--- src/rtl/irqc_pkg.sv ---
package irqc_pkg;

    localparam int DATA_W  = 8;
    localparam int VBASE_W = 5;
    localparam int LVL_W   = 3;
    localparam int CODE_W  = 3;
    localparam int BUF_W   = 2;

    typedef enum logic [2:0] {
        ST_UNINIT,
        ST_WAIT_VEC,
        ST_WAIT_CASC,
        ST_WAIT_MODE,
        ST_READY
    } seq_st_e;

    typedef enum logic [2:0] {
        WK_NONE,
        WK_START,
        WK_ODD,
        WK_CMD,
        WK_SEL
    } wr_kind_e;

    typedef struct packed {
        logic [VBASE_W-1:0] vec_base;
        logic               vec_4byte;
        logic               level_mode;
        logic               single_mode;
        logic               mode_needed;
        logic [DATA_W-1:0]  casc_map;
        logic               cpu86_mode;
        logic               auto_eoi;
        logic [BUF_W-1:0]   buf_mode;
        logic               nested_special;
    } init_cfg_t;

    function automatic wr_kind_e classify(input logic en, input logic a,
                                          input logic [DATA_W-1:0] d);
        if (!en)       return WK_NONE;
        else if (a)    return WK_ODD;
        else if (d[4]) return WK_START;
        else if (d[3]) return WK_SEL;
        else           return WK_CMD;
    endfunction

    function automatic seq_st_e after_vec(input init_cfg_t c);
        if (!c.single_mode)    return ST_WAIT_CASC;
        else if (c.mode_needed) return ST_WAIT_MODE;
        else                    return ST_READY;
    endfunction

    function automatic seq_st_e after_casc(input init_cfg_t c);
        return c.mode_needed ? ST_WAIT_MODE : ST_READY;
    endfunction

endpackage

--- src/rtl/irqc_wr_classify.sv ---
module irqc_wr_classify
    import irqc_pkg::*;
(
    input  logic              wr_en,
    input  logic              wr_addr,
    input  logic [DATA_W-1:0] wr_data,
    output wr_kind_e          kind
);
    always_comb kind = classify(wr_en, wr_addr, wr_data);
endmodule

--- src/rtl/irqc_init_seq.sv ---
module irqc_init_seq
    import irqc_pkg::*;
(
    input  logic              clk,
    input  logic              rst,
    input  wr_kind_e          kind,
    input  logic [DATA_W-1:0] wr_data,
    output init_cfg_t         cfg,
    output logic              ready
);
    seq_st_e st_q;

    always_ff @(posedge clk) begin
        if (rst) begin
            st_q <= ST_UNINIT;
            cfg  <= '0;
        end else if (kind == WK_START) begin
            cfg             <= '0;
            cfg.level_mode  <= wr_data[3];
            cfg.vec_4byte   <= wr_data[2];
            cfg.single_mode <= wr_data[1];
            cfg.mode_needed <= wr_data[0];
            st_q            <= ST_WAIT_VEC;
        end else if (kind == WK_ODD) begin
            case (st_q)
                ST_WAIT_VEC: begin
                    cfg.vec_base <= wr_data[DATA_W-1 -: VBASE_W];
                    st_q         <= after_vec(cfg);
                end
                ST_WAIT_CASC: begin
                    cfg.casc_map <= wr_data;
                    st_q         <= after_casc(cfg);
                end
                ST_WAIT_MODE: begin
                    cfg.cpu86_mode     <= wr_data[0];
                    cfg.auto_eoi       <= wr_data[1];
                    cfg.buf_mode       <= wr_data[3:2];
                    cfg.nested_special <= wr_data[4];
                    st_q               <= ST_READY;
                end
                default: st_q <= st_q;
            endcase
        end
    end

    assign ready = (st_q == ST_READY);
endmodule

--- src/rtl/irqc_op_regs.sv ---
module irqc_op_regs
    import irqc_pkg::*;
#(
    parameter int MASK_W = DATA_W
) (
    input  logic              clk,
    input  logic              rst,
    input  wr_kind_e          kind,
    input  logic              ready,
    input  logic [DATA_W-1:0] wr_data,
    output logic [MASK_W-1:0] irq_mask,
    output logic              read_irr,
    output logic              spec_mask,
    output logic              eoi_stb,
    output logic [CODE_W-1:0] eoi_code,
    output logic [LVL_W-1:0]  eoi_level,
    output logic              poll_stb
);
    always_ff @(posedge clk) begin
        if (rst) begin
            irq_mask  <= '0;
            read_irr  <= 1'b1;
            spec_mask <= 1'b0;
            eoi_stb   <= 1'b0;
            eoi_code  <= '0;
            eoi_level <= '0;
            poll_stb  <= 1'b0;
        end else begin
            eoi_stb  <= 1'b0;
            poll_stb <= 1'b0;
            if (kind == WK_START) begin
                irq_mask  <= '0;
                read_irr  <= 1'b1;
                spec_mask <= 1'b0;
            end else if (ready) begin
                case (kind)
                    WK_ODD: irq_mask <= wr_data[MASK_W-1:0];
                    WK_CMD: begin
                        eoi_stb   <= 1'b1;
                        eoi_code  <= wr_data[DATA_W-1 -: CODE_W];
                        eoi_level <= wr_data[LVL_W-1:0];
                    end
                    WK_SEL: begin
                        if (wr_data[1]) read_irr  <= wr_data[0];
                        if (wr_data[6]) spec_mask <= wr_data[5];
                        poll_stb <= wr_data[2];
                    end
                    default: ;
                endcase
            end
        end
    end
endmodule

--- src/rtl/irqc_cfg_decoder.sv ---
module irqc_cfg_decoder
    import irqc_pkg::*;
(
    input  logic               clk,
    input  logic               rst,
    input  logic               wr_en,
    input  logic               wr_addr,
    input  logic [DATA_W-1:0]  wr_data,
    output logic               init_done,
    output logic [VBASE_W-1:0] vec_base,
    output logic               vec_4byte,
    output logic               level_mode,
    output logic               single_mode,
    output logic [DATA_W-1:0]  casc_map,
    output logic               cpu86_mode,
    output logic               auto_eoi,
    output logic [BUF_W-1:0]   buf_mode,
    output logic               nested_special,
    output logic [DATA_W-1:0]  irq_mask,
    output logic               read_irr,
    output logic               spec_mask,
    output logic               eoi_stb,
    output logic [CODE_W-1:0]  eoi_code,
    output logic [LVL_W-1:0]   eoi_level,
    output logic               poll_stb
);
    wr_kind_e  kind;
    init_cfg_t cfg;
    logic      ready;

    irqc_wr_classify u_cls (
        .wr_en(wr_en), .wr_addr(wr_addr), .wr_data(wr_data), .kind(kind)
    );

    irqc_init_seq u_seq (
        .clk(clk), .rst(rst), .kind(kind), .wr_data(wr_data),
        .cfg(cfg), .ready(ready)
    );

    irqc_op_regs #(.MASK_W(DATA_W)) u_ops (
        .clk(clk), .rst(rst), .kind(kind), .ready(ready), .wr_data(wr_data),
        .irq_mask(irq_mask), .read_irr(read_irr), .spec_mask(spec_mask),
        .eoi_stb(eoi_stb), .eoi_code(eoi_code), .eoi_level(eoi_level),
        .poll_stb(poll_stb)
    );

    assign init_done      = ready;
    assign vec_base       = cfg.vec_base;
    assign vec_4byte      = cfg.vec_4byte;
    assign level_mode     = cfg.level_mode;
    assign single_mode    = cfg.single_mode;
    assign casc_map       = cfg.casc_map;
    assign cpu86_mode     = cfg.cpu86_mode;
    assign auto_eoi       = cfg.auto_eoi;
    assign buf_mode       = cfg.buf_mode;
    assign nested_special = cfg.nested_special;
endmodule

--- config.mk ---
export PLATFORM = sky130hd
export DESIGN_NAME = irqc_cfg_decoder
export DESIGN_NICKNAME = d
export VERILOG_FILES = /design/src/rtl/irqc_pkg.sv /design/src/rtl/irqc_wr_classify.sv /design/src/rtl/irqc_init_seq.sv /design/src/rtl/irqc_op_regs.sv /design/src/rtl/irqc_cfg_decoder.sv
export SDC_FILE = /design/constraint.sdc
export NUM_CORES = 1
export LEC_CHECK = 0
export BUFFER_PORTS_ARGS = -buffer_cell sky130_fd_sc_hd__buf_2
export CAP_MARGIN = 10
export CORE_ASPECT_RATIO = 0.6
export CORE_MARGIN = 3
export CORE_UTILIZATION = 38
export CTS_BUF_LIST = sky130_fd_sc_hd__clkbuf_8
export DETAILED_ROUTE_END_ITERATION = 8
export SLEW_MARGIN = 20
export SYNTH_ARGS = -nofsm -noshare
export SYNTH_HDL_FRONTEND = slang
export SYNTH_HIERARCHICAL = 1
export SYNTH_SLANG_ARGS = --single-unit
--- constraint.sdc ---
create_clock -name clk -period 2.15 [get_ports clk]
set_input_delay 0.3225 -clock clk [delete_from_list [all_inputs] [get_ports clk]]
set_output_delay 0.3225 -clock clk [all_outputs]
set_load 0.02 [all_outputs]
After elaboration in Yosys (flattened, before gate mapping)
Index checks and enable logic that the tools add are counted.
Widths: inputs -> output; s select.

storage, ports and cells
  bits in registers = 43
  input port bits = 12
  output and inout port bits = 40
  logic and storage cells = 55

operators by class
  equality and inequality tests = 8
  mux-type cells = 10
  bitwise logic cells = 3
  reductions and logical operators = 15

operator list
  cell                count
  $mux 3              6
  $eq 3x2->1 const B  4
  $reduce_and 2->1    6
  $pmux 3 s3          1
  $reduce_and 3->1    3
  $eq 3x1->1 const B  2
  $eq 3x3->1 const B  2
  $reduce_bool 4->1   1
  $reduce_or 4->1     1
  $mux 1              3
  $not 1->1           3
  $reduce_bool 3->1   1
  $reduce_or 3->1     1
  $reduce_bool 2->1   1
  $reduce_or 2->1     1

Longest topological paths before layout
Gate-level depths: netlist of run 1.

  depth in word-level cells = 7
  gate-level depth with buffers = 7
  mapped depth without buffers = 5

Modules after synthesis
The synthesis of run 1 kept the hierarchy.

by module, submodules not included
  module            instances  cells each  area each (µm²)  sequential area each (µm²)
  irqc_init_seq     1          126         1,072.3          500.5
  irqc_op_regs      1          62          678.2            360.3
  irqc_wr_classify  1          5           46.3             0.0

Worst setup path after synthesis of run 1
Ideal clock, no wire load.

  kind = register to register
  start point = register u_seq.st_q[0]
  end point = register u_ops.read_irr
  library setup time = 122 ps
  arrival = 1,885 ps
  required time = 2,028 ps
  setup slack = 143 ps
  cell stages (with the launch flop) = 6
  path buffers = 1
  clock period less this slack = 2,007 ps
  path through = dfxtp_1 clkbuf_1 nor3_1 and4bb_2 a21boi_1 a311o_1

between the ends
  word-level cells in the longest chain between the ends = 2

RTL lines
  what                        line                   RTL
  start, declared             irqc_init_seq.sv:11    seq_st_e st_q;
  start signal, assigned      irqc_init_seq.sv:28    st_q <= after_vec(cfg);
  start signal, assigned      irqc_init_seq.sv:32    st_q <= after_casc(cfg);
  start signal, assigned      irqc_init_seq.sv:41    default: st_q <= st_q;
  $eq 3x3->1                  irqc_init_seq.sv:46    assign ready = (st_q == ST_READY);
  via init_done               irqc_cfg_decoder.sv:9  output logic init_done,
  $reduce_and 3->1 (no line)  n/a
  end signal, assigned        irqc_op_regs.sv:44     if (wr_data[1]) read_irr <= wr_data[0];
  end, declared               irqc_op_regs.sv:12     output logic read_irr,

The timed path passes the listed nets, and every way through them passes these cells.
A chain may end at the register's enable or synchronous reset.

Final worst setup path of run 1
  start point = register u_seq.st_q[2]
  end point = register u_ops.read_irr

between the ends
  word-level cells in the longest chain between the ends = 2

RTL lines
  what                        line
  $eq 3x3->1                  irqc_init_seq.sv:46
  $reduce_and 3->1 (no line)  n/a

Every way passes these cells.

==> run summary, run 1 <==
By count the netlist is led by dfxtp_1, nand3_1, mux2i_1. The number of gates given a new drive strength after cts is 0, and the proportion of synthesized chip area in sequential cells is 0.479. Yosys attributes the largest share of cell area to dfxtp_1, mux2i_1, nand3_1. The worst setup path is of the register to register kind. The tools report the gate count after technology mapping as 193. Setup violations remaining at the end of the flow were counted as 0. In this run the static leakage power is 0.989 nW. The average cell area after synthesis works out to 9.31 µm². The number of antenna violations at the first check in global routing is 0, and the count of synthesis-stage warnings from yosys is 6. Remaining routing DRC violations: 0. Global routing finished with a remaining overflow of 0. By instance count, the leading cell after synthesis is dfxtp_1.

Path type of the worst min-delay path: input pin to register. The parity-gate share of the synthesized area counting xor and xnor cells was 0. The clock-pin slew reported for the worst setup and hold paths after clock tree synthesis is 90 ps, and the worst clock skew is 6.94 ps.

The endpoint required time on the critical path is 2330 ps, and the post-CTS setup repair buffer count is 0. The ratio of final minimum period to clock period is 0.822. Traced cell by cell, the critical path runs through inv_1 > nor3_1 > and4bb_2 > a21boi_1 > a311o_1. In this run, synthesis inferred 0 flip-flops with an integrated enable.

The growth of design area from synthesis to finish is 25.1%. Routability-driven placement finished with a final weighted congestion of 0.794. STA classifies the critical path startpoint as a register.

The total routed wirelength came out at 4520 µm. In this run the clock root is driven by a clkbuf_8. Synthesized-area fraction occupied by adder cells: 0.

Final routed wire length divided by cell count: 14.8 µm. The post-synthesis async set-or-reset flop share is 0, and the maximum number of buffers from clock root to sink is 2. The logs give 0 for the antenna diode count and 0.416 for the initial core utilization. The final hold violation count is 0.

The count of max-cap constraint violations is 0, and the core outline area is 4320 µm². Among all flip-flop cells after synthesis, the most frequent one is dfxtp_1. Counting every net in the synthesized netlist gives 205. Synthesis inferred 43 register bits.

The wire-length estimate of the detail-placed layout is 3230 µm. The run gives 87 as the number of design-rule violations left by the first detailed-router iteration. The cell at the slowest stage of the critical path is nor3_1. Broken down by cell family, the worst path's largest delay share belongs to simple AND/OR/NAND/NOR gates.

The largest area contributor in the netlist was dfxtp_1. During I/O placement, the number of pins put on the boundary was 52. The sink count of the clock tree is 43, and the complex-gate fraction of the synthesized area is 0.145. STA puts the critical path data arrival time at 1950 ps. The floorplan step set the die height to 59.3 µm.

Timing would allow up to 566 MHz. The power density over the cells came out at 744 nW/µm². STA classifies the critical path endpoint as a register. The final layout contains 257 nets. The maximum vdd drop is 0.430 mV, and the hold buffer count at cts is 0. The average via count per standard cell works out to 5.09. Setup repair after global routing left no endpoint under its margin.

The number of global-route vias before repair came out at 1449. Fraction of synthesized area in multiplexers: 0.106. The run finished with clean final reports.

The run gives 380 ps as the flop-to-flop setup slack. By area, the combinational part of the netlist is dominated by simple AND/OR/NAND/NOR gates. The die covers 5620 µm².

Measured slew at the worst slew-check pin: 585 ps. TritonCTS built the clock tree. After layout, the minimum clock period comes to 1770 ps. After routing, the total negative slack on setup checks comes to 0 ps. After filler insertion, the fill cell instance count of the layout stands at 428. The length of the first detailed-routing pass in iterations was 4; the largest net degree at the start of global routing was 20.

The largest fanout of any net on the critical path works out to 5. The number of buffers added by the clock tree synthesis step was 5; the remaining antenna violation count was 0. The number of buffers and inverters on the critical path is 1, and the total via count after detailed routing is 1557.

The largest single stage delay on the critical path is 410 ps. The clock network latency to the later pin of the worst-skew pair is 290 ps. The completed layout was analyzed and its total power is 1.67 mW. The total count of max-transition violations in the final report was 0. The fraction of final layout cells with drive strength greater than 1 was 0.313; the horizontal die dimension was 94.8 µm.

The worst-case headroom to the max-slew limit was 0.609; the post-synthesis simple-gate area fraction was 0.224. The run gives 2 as the deepest level of the CTS H-tree. The synthesized netlist contains 41 unique library cells. First-pass GRT wire length: 7420 µm.

For the area of the mapped netlist, the log shows 1800 µm². The run gives 18 as the number of placement rows. The count of input and output buffers is 51, and the top cell type's share of synthesized area is 0.479. The total routing resource utilization after global routing is 0.174.
-- through the flow --
step                hold slack [ps]  cells   util  setup WS (ps)  cell area, µm²
finish                          323    306  0.520            384            2250
global route                    333    306  0.520            240            2250
CTS                             317    306  0.520            400            2250
detailed placement              450    298  0.488            149            2110
global placement                460    298  0.488            166            2110
floorplan                       392    193      -            143            1800
-- power by group --
part	internal, mW	switching, mW	leakage [nW]
clock network	0.463	0.281	0.0644
logic	0.0396	0.0820	0.578
registers	0.801	0.00379	0.347
total	1.30	0.367	0.989
-- worst paths after layout --
check / cells past startpoint / end / start
worst min-delay path: 3 / u_ops/poll_stb / wr_data[2]
worst max register to register: 5 / u_ops/read_irr / u_seq/st_q[2]
worst min register to register: 2 / u_seq/cfg[16] / u_seq/cfg[16]
worst max-delay path: 5 / u_ops/read_irr / u_seq/st_q[2]
-- registers in the layout, summed over array words and instances (netlist names) --
| name | count |
|---|---|
| u_ops/eoi_code | 3 |
| u_ops/eoi_level | 3 |
| u_ops/eoi_stb | 1 |
| u_ops/irq_mask | 8 |
| u_ops/poll_stb | 1 |
| u_ops/read_irr | 1 |
| u_ops/spec_mask | 1 |
| u_seq/cfg | 22 |
| u_seq/st_q | 3 |
-- layer usage --
layer / up-vias / global-route usage / share of wire
met4: 0 / 0.0370 / 0.0042
met5: - / 0 / 0
li1: 793 / - / -
met3: 3 / 0.0558 / 0.057
met1: 721 / 0.264 / 0.54
met2: 40 / 0.237 / 0.40
-- kinds of logic (layout without fill, tap and decap cells) --
logic type	Yosys count	in the layout
compound gates	43	43
buf+inv	16	69
flops	43	43
mux	19	19
simple gates	72	72
-- cell type report --
type	count	area [µm²]	area share
Clock buffer	5	68.8	0.0306
Inverter	2	7.51	0.00334
Multi-Input combinational cell	134	852	0.379
Sequential cell	43	861	0.383
Tap cell	60	75.1	0.0334
Clock inverter	3	67.6	0.0301
Timing Repair Buffer	59	315	0.140
-- worst min-delay path, cell delays in order --
cell and delay (ps):
buf_2 150, nand2_1 70, nor2_1 30
-- placed cells by master, fill, tap and decap left out, types with 2 or more instances in the layout --
cell type  instances
bufinv_16          2
o21ai_0            4
clkbuf_8           5
o2111ai_1          5
nand2_1           12
buf_2             51
o21ai_1            9
and4bb_2           2
mux2i_1           19
dfxtp_1           43
a21oi_1           16
nand2b_1           2
nand3_1           22
buf_4              8
a31oi_1            2
nor3b_1            2
nor2b_1            2
nor2_1            17
No activity file was read; power rests on OpenSTA's default activity.
==> run 2: changes to the inputs <==
clock period = 1.6 ns   (was 2.15 ns; I/O delays follow)
==> run summary, run 2 (same netlist as run 1, synthesis figures left out) <==
The remaining antenna violation count came out at 0 (unchanged). The fraction of final layout cells with drive strength greater than 1 was 0.353 (was 0.313); the clock-pin slew reported for the worst setup and hold paths after clock tree synthesis was 80 ps (was 90 ps). The sink count of the clock tree is 43 (unchanged), and the number of gates given a new drive strength after cts is 0 (unchanged).

The endpoint required time on the critical path is 1820 ps (was 2330 ps). Hold buffer count at cts: 0 (unchanged). The core outline area was 4320 µm² (unchanged). The final total power is 2.09 mW (was 1.67 mW), and the horizontal die dimension is 94.8 µm (unchanged). The number of global-route vias before repair is 1434 (was 1449). The final-report setup violation count was 0 (unchanged). Largest registers in the final layout: u_seq/cfg: 22 flops, u_ops/irq_mask: 8 flops (unchanged). For the deepest level of the CTS H-tree, the log shows 2 (unchanged).

The run gives 0 (unchanged) as the count of max-cap constraint violations. The tools report the length of the first detailed-routing pass in iterations as 4 (unchanged). The antenna diode count came out at 0 (unchanged). Class of the most critical setup path: input pin to register (was register to register).

Setup repair after global routing left no endpoint under its margin. The tools report the total routing resource utilization after global routing as 0.177 (was 0.174). The power density over the cells was 877 nW/µm² (was 744 nW/µm²). The number of design-rule violations left by the first detailed-router iteration is 75 (was 87). The commonest non-fill, non-tap cell in the layout is buf_2 (unchanged).

The flip-flop count of the largest register, all copies and words added was 22 (unchanged). The capturing element type of the critical path was a register (unchanged). The number of antenna violations at the first check in global routing was 0 (unchanged); the average via count per standard cell was 5.06 (was 5.09). The I/O pin count is 52 (unchanged), and the count of input and output buffers is 51 (unchanged). Residual overflow from global routing: 0 (unchanged).

The tools report the total via count after detailed routing as 1610 (was 1557). The number of buffers added by the clock tree synthesis step came out at 5 (unchanged). The tools report the worst-case headroom to the max-slew limit as 0.813 (was 0.609). The flow ran to the end, and the final reports show no timing, DRC or antenna violations.

The measured slew at the worst slew-check pin is 280 ps (was 585 ps), and the data arrival time of the critical path is 1760 ps (was 1950 ps). The top achievable clock speed was 650 MHz. The logs give 2 (unchanged) for the maximum number of buffers from clock root to sink and 7.83 ps (was 6.94 ps) for the worst clock skew.

The tools report the total routed wirelength as 4620 µm (was 4520 µm). Total count of max-transition violations in the final report: 0 (unchanged). TritonCTS built the clock tree. Path type of the worst min-delay path: input pin to register (unchanged). The run gives 7480 µm (was 7420 µm) as the first-pass GRT wire length. The clock network latency to the later pin of the worst-skew pair is 290 ps (about the same). The remaining routing DRC violations was 0 (unchanged). Largest fanout of any net on the critical path: 16 (was 5). The growth of design area from synthesis to finish was 32.5% (was 25.1%); the half-perimeter wire length of the detailed placement result was 3440 µm (was 3230 µm). The post-CTS setup repair buffer count was 0 (unchanged). The run gives 0 (unchanged) as the final hold violation count. The overall die height was 59.3 µm (unchanged); the net total in the final layout was 270 (was 257). Counting I/O delays and the setup requirement, the final critical path takes 1540 ps.

Worst setup timing slack at the placement stage: -265 ps (was 149 ps). The run gives 23 (was 20) as the largest net degree at the start of global routing. The leakage power summed over all cells was 1.06 nW (was 0.989 nW); the area of the die was 5620 µm² (unchanged). The clock tree root buffer cell is clkbuf_8 (unchanged). The post-route worst setup slack was 60.9 ps (was 384 ps); the final routed wire length divided by cell count was 14.5 µm (was 14.8 µm). The top register by number of flip-flops is u_seq/cfg (unchanged). The ratio of final minimum period to clock period works out to 0.962. The last weighted congestion value of the routability-driven placer came out at 0.801 (was 0.794). The number of placement rows is 18 (unchanged). The maximum vdd drop came out at 0.363 mV (was 0.430 mV). For the initial core utilization, the log shows 0.416 (unchanged). For the filler cell count, the log shows 424 (was 428).

Commonest cells after routing, fill and taps aside: buf_2, dfxtp_1, nand3_1 (unchanged). The startpoint type of the worst setup path was an input pin (was a register).
==> run 2: worst paths after layout <==
| kind | from | endpoint | slack (ps) | cells past startpoint |
|---|---|---|---|---|
| setup reg to reg | u_seq/st_q[2] | u_seq/cfg[21] | 80 | 4 |
| hold reg to reg | u_seq/cfg[16] | u_seq/cfg[16] | 460 | 2 |
| setup / recovery | wr_data[3] | u_seq/cfg[21] | 60 | 7 |
| hold / removal | wr_data[2] | u_ops/poll_stb | 250 | 3 |
==> run 2: through the flow <==
| step | cell area [µm²] | utilization | hold slack (ps) | instances | TNS (ps) |
|---|---|---|---|---|---|
| 2_1_floorplan | 1840 | - | 309 | 193 | -738 |
| 3_3_place_gp | 2260 | 0.523 | 449 | 311 | -3650 |
| 3_5_place_dp | 2260 | 0.523 | 449 | 311 | -4630 |
| 4_1_cts | 2370 | 0.548 | 236 | 318 | 0 |
| 5_1_grt | 2380 | 0.550 | 239 | 318 | 0 |
| 6_report | 2380 | 0.550 | 245 | 318 | 0 |
==> run 2: where the power goes <==
part / switching (mW) / internal, mW
logic: 0.118 / 0.0778
registers: 0.00621 / 1.08
clock network: 0.354 / 0.456
==> run 2: layout make-up <==
type                            instances  area [µm²]  share of cell area
Multi-Input combinational cell        134         876               0.368
Tap cell                               60        75.1              0.0315
Sequential cell                        43         861               0.362
Clock inverter                          2        37.5              0.0158
Inverter                                2        7.51             0.00315
Timing Repair Buffer                   72         454               0.191
Clock buffer                            5        68.8              0.0289
==> run 2: worst max-delay path: stages <==
cell and delay (ps):
buf_2 120, nor2b_4 130, and3b_1 170, or4b_1 520
buf_6 170, or2_4 270, o21ai_1 130
==> run 2: per-layer routing <==
layer / wire (µm) / global-route usage / vias to the layer above
met5: 0 / 0 / -
met4: 36 / 0.0513 / 0
met3: 281 / 0.0635 / 4
met2: 1870 / 0.234 / 40
met1: 2430 / 0.264 / 745
li1: - / - / 821
==> run 3: changes to the inputs <==
CORE_ASPECT_RATIO = default   (was 0.6)
CORE_UTILIZATION = 48   (was 38)
PLACE_DENSITY = 0.78   (was default)
==> run summary, run 3 (same netlist as run 1, synthesis figures left out) <==
The growth of design area from synthesis to finish was 31.7% (was 32.5%). The class of the most critical setup path is register to register (was input pin to register). The run gives 8.87 ps (was 7.83 ps) as the worst clock skew. The final routed wire length divided by cell count is 14.3 µm (was 14.5 µm). The clock-pin slew reported for the worst setup and hold paths after clock tree synthesis is 80 ps (about the same), and the net total in the final layout is 272 (was 270).

The launch point of the worst hold path is wr_data[2] (unchanged). The ratio of final minimum period to clock period was 0.956 (was 0.962). The logs give 0 (unchanged) for the final hold violation count and 6900 µm (was 7480 µm) for the first-pass GRT wire length. The tools report the startpoint type of the worst setup path as a register (was an input pin).

The run gives 0.496 mW (was 0.477 mW) as the power spent charging and discharging nets. The measured slew at the worst slew-check pin works out to 349 ps (was 280 ps). The total routed wirelength came out at 4400 µm (was 4620 µm). The count of input and output buffers works out to 51 (unchanged).

Largest registers in the final layout: u_seq/cfg: 22 flops, u_ops/irq_mask: 8 flops (unchanged). Flip-flop count of the largest register, all copies and words added: 22 (unchanged). Data arrival time of the critical path: 1710 ps (was 1760 ps). The tools report the clock tree root buffer cell as clkbuf_8 (unchanged). The logs give 0.726 mV (was 0.363 mV) for the maximum vdd drop and 4510 µm² (was 5620 µm²) for the area of the die. The core outline area came out at 3470 µm² (was 4320 µm²).

The post-route worst setup slack is 70.9 ps (was 60.9 ps), and the post-CTS setup repair buffer count is 0 (unchanged). The fraction of power consumed by the clock network was 0.408 (was 0.388); the cell-internal power was 1.66 mW (was 1.61 mW). Number of antenna violations at the first check in global routing: 0 (unchanged). The fraction of final layout cells with drive strength greater than 1 was 0.356 (was 0.353); the power density over the cells was 910 nW/µm² (was 877 nW/µm²).

The tools report the last weighted congestion value of the routability-driven placer as 0.839 (was 0.801). The deepest level of the CTS H-tree was 2 (unchanged). The top achievable clock speed was 654 MHz (was 650 MHz); the fraction of power spent switching nets was 0.230 (was 0.229). The total via count after detailed routing was 1670 (was 1610); the largest fanout of any net on the critical path was 5 (was 16). The capturing element type of the critical path is a register (unchanged). Hold buffer count at cts: 0 (unchanged). The origin of the worst setup path is u_seq/st_q[2] (was wr_data[3]). Shortest clock period the worst path allows after layout: 1530 ps (was 1540 ps). Setup repair after global routing left no endpoint under its margin. The number of gates given a new drive strength after cts came out at 0 (unchanged). The top register by number of flip-flops is u_seq/cfg (unchanged).

Filler cell count: 302 (was 424). The sink count of the clock tree is 43 (unchanged). The total routing resource utilization after global routing is 0.206 (was 0.177). The antenna diode count is 0 (unchanged).

The tools report the length of the first detailed-routing pass in iterations as 5 (was 4). The tools report the final-report setup violation count as 0 (unchanged). The origin of the critical flop-to-flop path is u_seq/st_q[2] (unchanged). The tools report the largest net degree at the start of global routing as 19 (was 23). The number of cells traversed by the worst register-to-register path was 4 (unchanged). The tools report the worst setup timing slack at the placement stage as -227 ps (was -265 ps). The logs give 2 (unchanged) for the maximum number of buffers from clock root to sink and 0 (unchanged) for the remaining antenna violation count. The share of power burned in combinational logic came out at 0.089 (was 0.094). Commonest non-fill, non-tap cell in the layout: buf_2 (unchanged).

The overall die height was 67.2 µm (was 59.3 µm). The tools report the I/O pin count as 52 (unchanged). The number of buffers added by the clock tree synthesis step was 5 (unchanged); the leakage power summed over all cells was 1.07 nW (was 1.06 nW). The total count of max-transition violations in the final report was 0 (unchanged); the residual overflow from global routing was 0 (unchanged). The run gives 0.503 (was 0.519) as the share of power burned in registers.

The number of placement rows is 21 (was 18). The logs give 3200 µm (was 3440 µm) for the half-perimeter wire length of the detailed placement result and 70 ps (was 80 ps) for the flop-to-flop setup slack. The run finished with clean final reports.

Commonest cells after routing, fill and taps aside: buf_2, dfxtp_1, nand3_1 (unchanged). The post-place instance area came out at 2250 µm² (was 2260 µm²). The count of max-cap constraint violations was 0 (unchanged). The clock network latency to the later pin of the worst-skew pair is 300 ps (was 290 ps), and the average via count per standard cell is 5.44 (was 5.06).

The post-route standard cell area excluding fillers is 2370 µm² (was 2380 µm²), and the initial core utilization is 0.518 (was 0.416). The horizontal die dimension is 67.2 µm (was 94.8 µm), and the number of design-rule violations left by the first detailed-router iteration is 142 (was 75). The hold path depth is 3 (unchanged). The path type of the worst min-delay path was input pin to register (unchanged).

The logs give 1780 ps (was 1820 ps) for the endpoint required time on the critical path and 0.764 (was 0.813) for the worst-case headroom to the max-slew limit. TritonCTS built the clock tree. The number of global-route vias before repair is 1417 (was 1434).

For the remaining routing DRC violations, the log shows 0 (unchanged).
## run 3: cell types whose count changed in the layout (fill, tap and decap cells not counted)
| cell | previous run | this run |
|---|---|---|
| buf_6 | 1 | 0 |
| clkinvlp_4 | 1 | 0 |
| buf_12 | 3 | 2 |
| clkinv_2 | 0 | 1 |
| nor4b_1 | 0 | 1 |
| nor4b_2 | 1 | 0 |
| buf_4 | 17 | 21 |
| clkbuf_8 | 5 | 6 |
## run 3: power groups by stage
stage	clock (mW)	sequential, mW	combinational, mW
final	0.879	1.08	0.191
after global routing	0.933	1.08	0.208
after CTS	0.896	1.08	0.191
after detailed placement	0	1.11	0.190
after global placement	0	1.11	0.189
after floorplan	0	1.11	0.0999
## run 3: per-layer routing
metal | track usage | vias to the layer above | wire [µm]
li1 | - | 825 | -
met1 | 0.298 | 776 | 1910
met2 | 0.292 | 63 | 2050
met3 | 0.0632 | 6 | 390
met4 | 0.0608 | 0 | 51
met5 | 0 | - | 0
## run 3: critical path, cell delays in order (launching register included)
cell,delay [ps]
dfxtp_1,340
or4b_1,600
buf_4,190
o2111ai_1,180
o21ai_1,90
## run 3: layout make-up
| class | instances | area [µm²] | share of cell area |
|---|---|---|---|
| Multi-Input combinational cell | 134 | 870 | 0.368 |
| Inverter | 2 | 7.51 | 0.00317 |
| Clock buffer | 6 | 82.6 | 0.0349 |
| Tap cell | 46 | 57.6 | 0.0243 |
| Clock inverter | 2 | 35.0 | 0.0148 |
| Timing Repair Buffer | 74 | 453 | 0.191 |
| Sequential cell | 43 | 861 | 0.364 |
## run 3: through the flow
stage	hold WS [ps]	utilization	total power, mW	std cells	TNS [ps]
CTS	220	0.682	2.17	307	0
floorplan	309	-	1.21	193	-738
global placement	442	0.648	1.30	299	-5560
finish	232	0.682	2.15	307	0
global route	254	0.682	2.23	307	0
detailed placement	445	0.648	1.30	299	-6270
## run 3: path summary, 6_finish.rpt
path,endpoint
min reg2reg,u_seq/cfg[15]
max,u_seq/cfg[19]
min,u_ops/poll_stb
max reg2reg,u_seq/cfg[19]
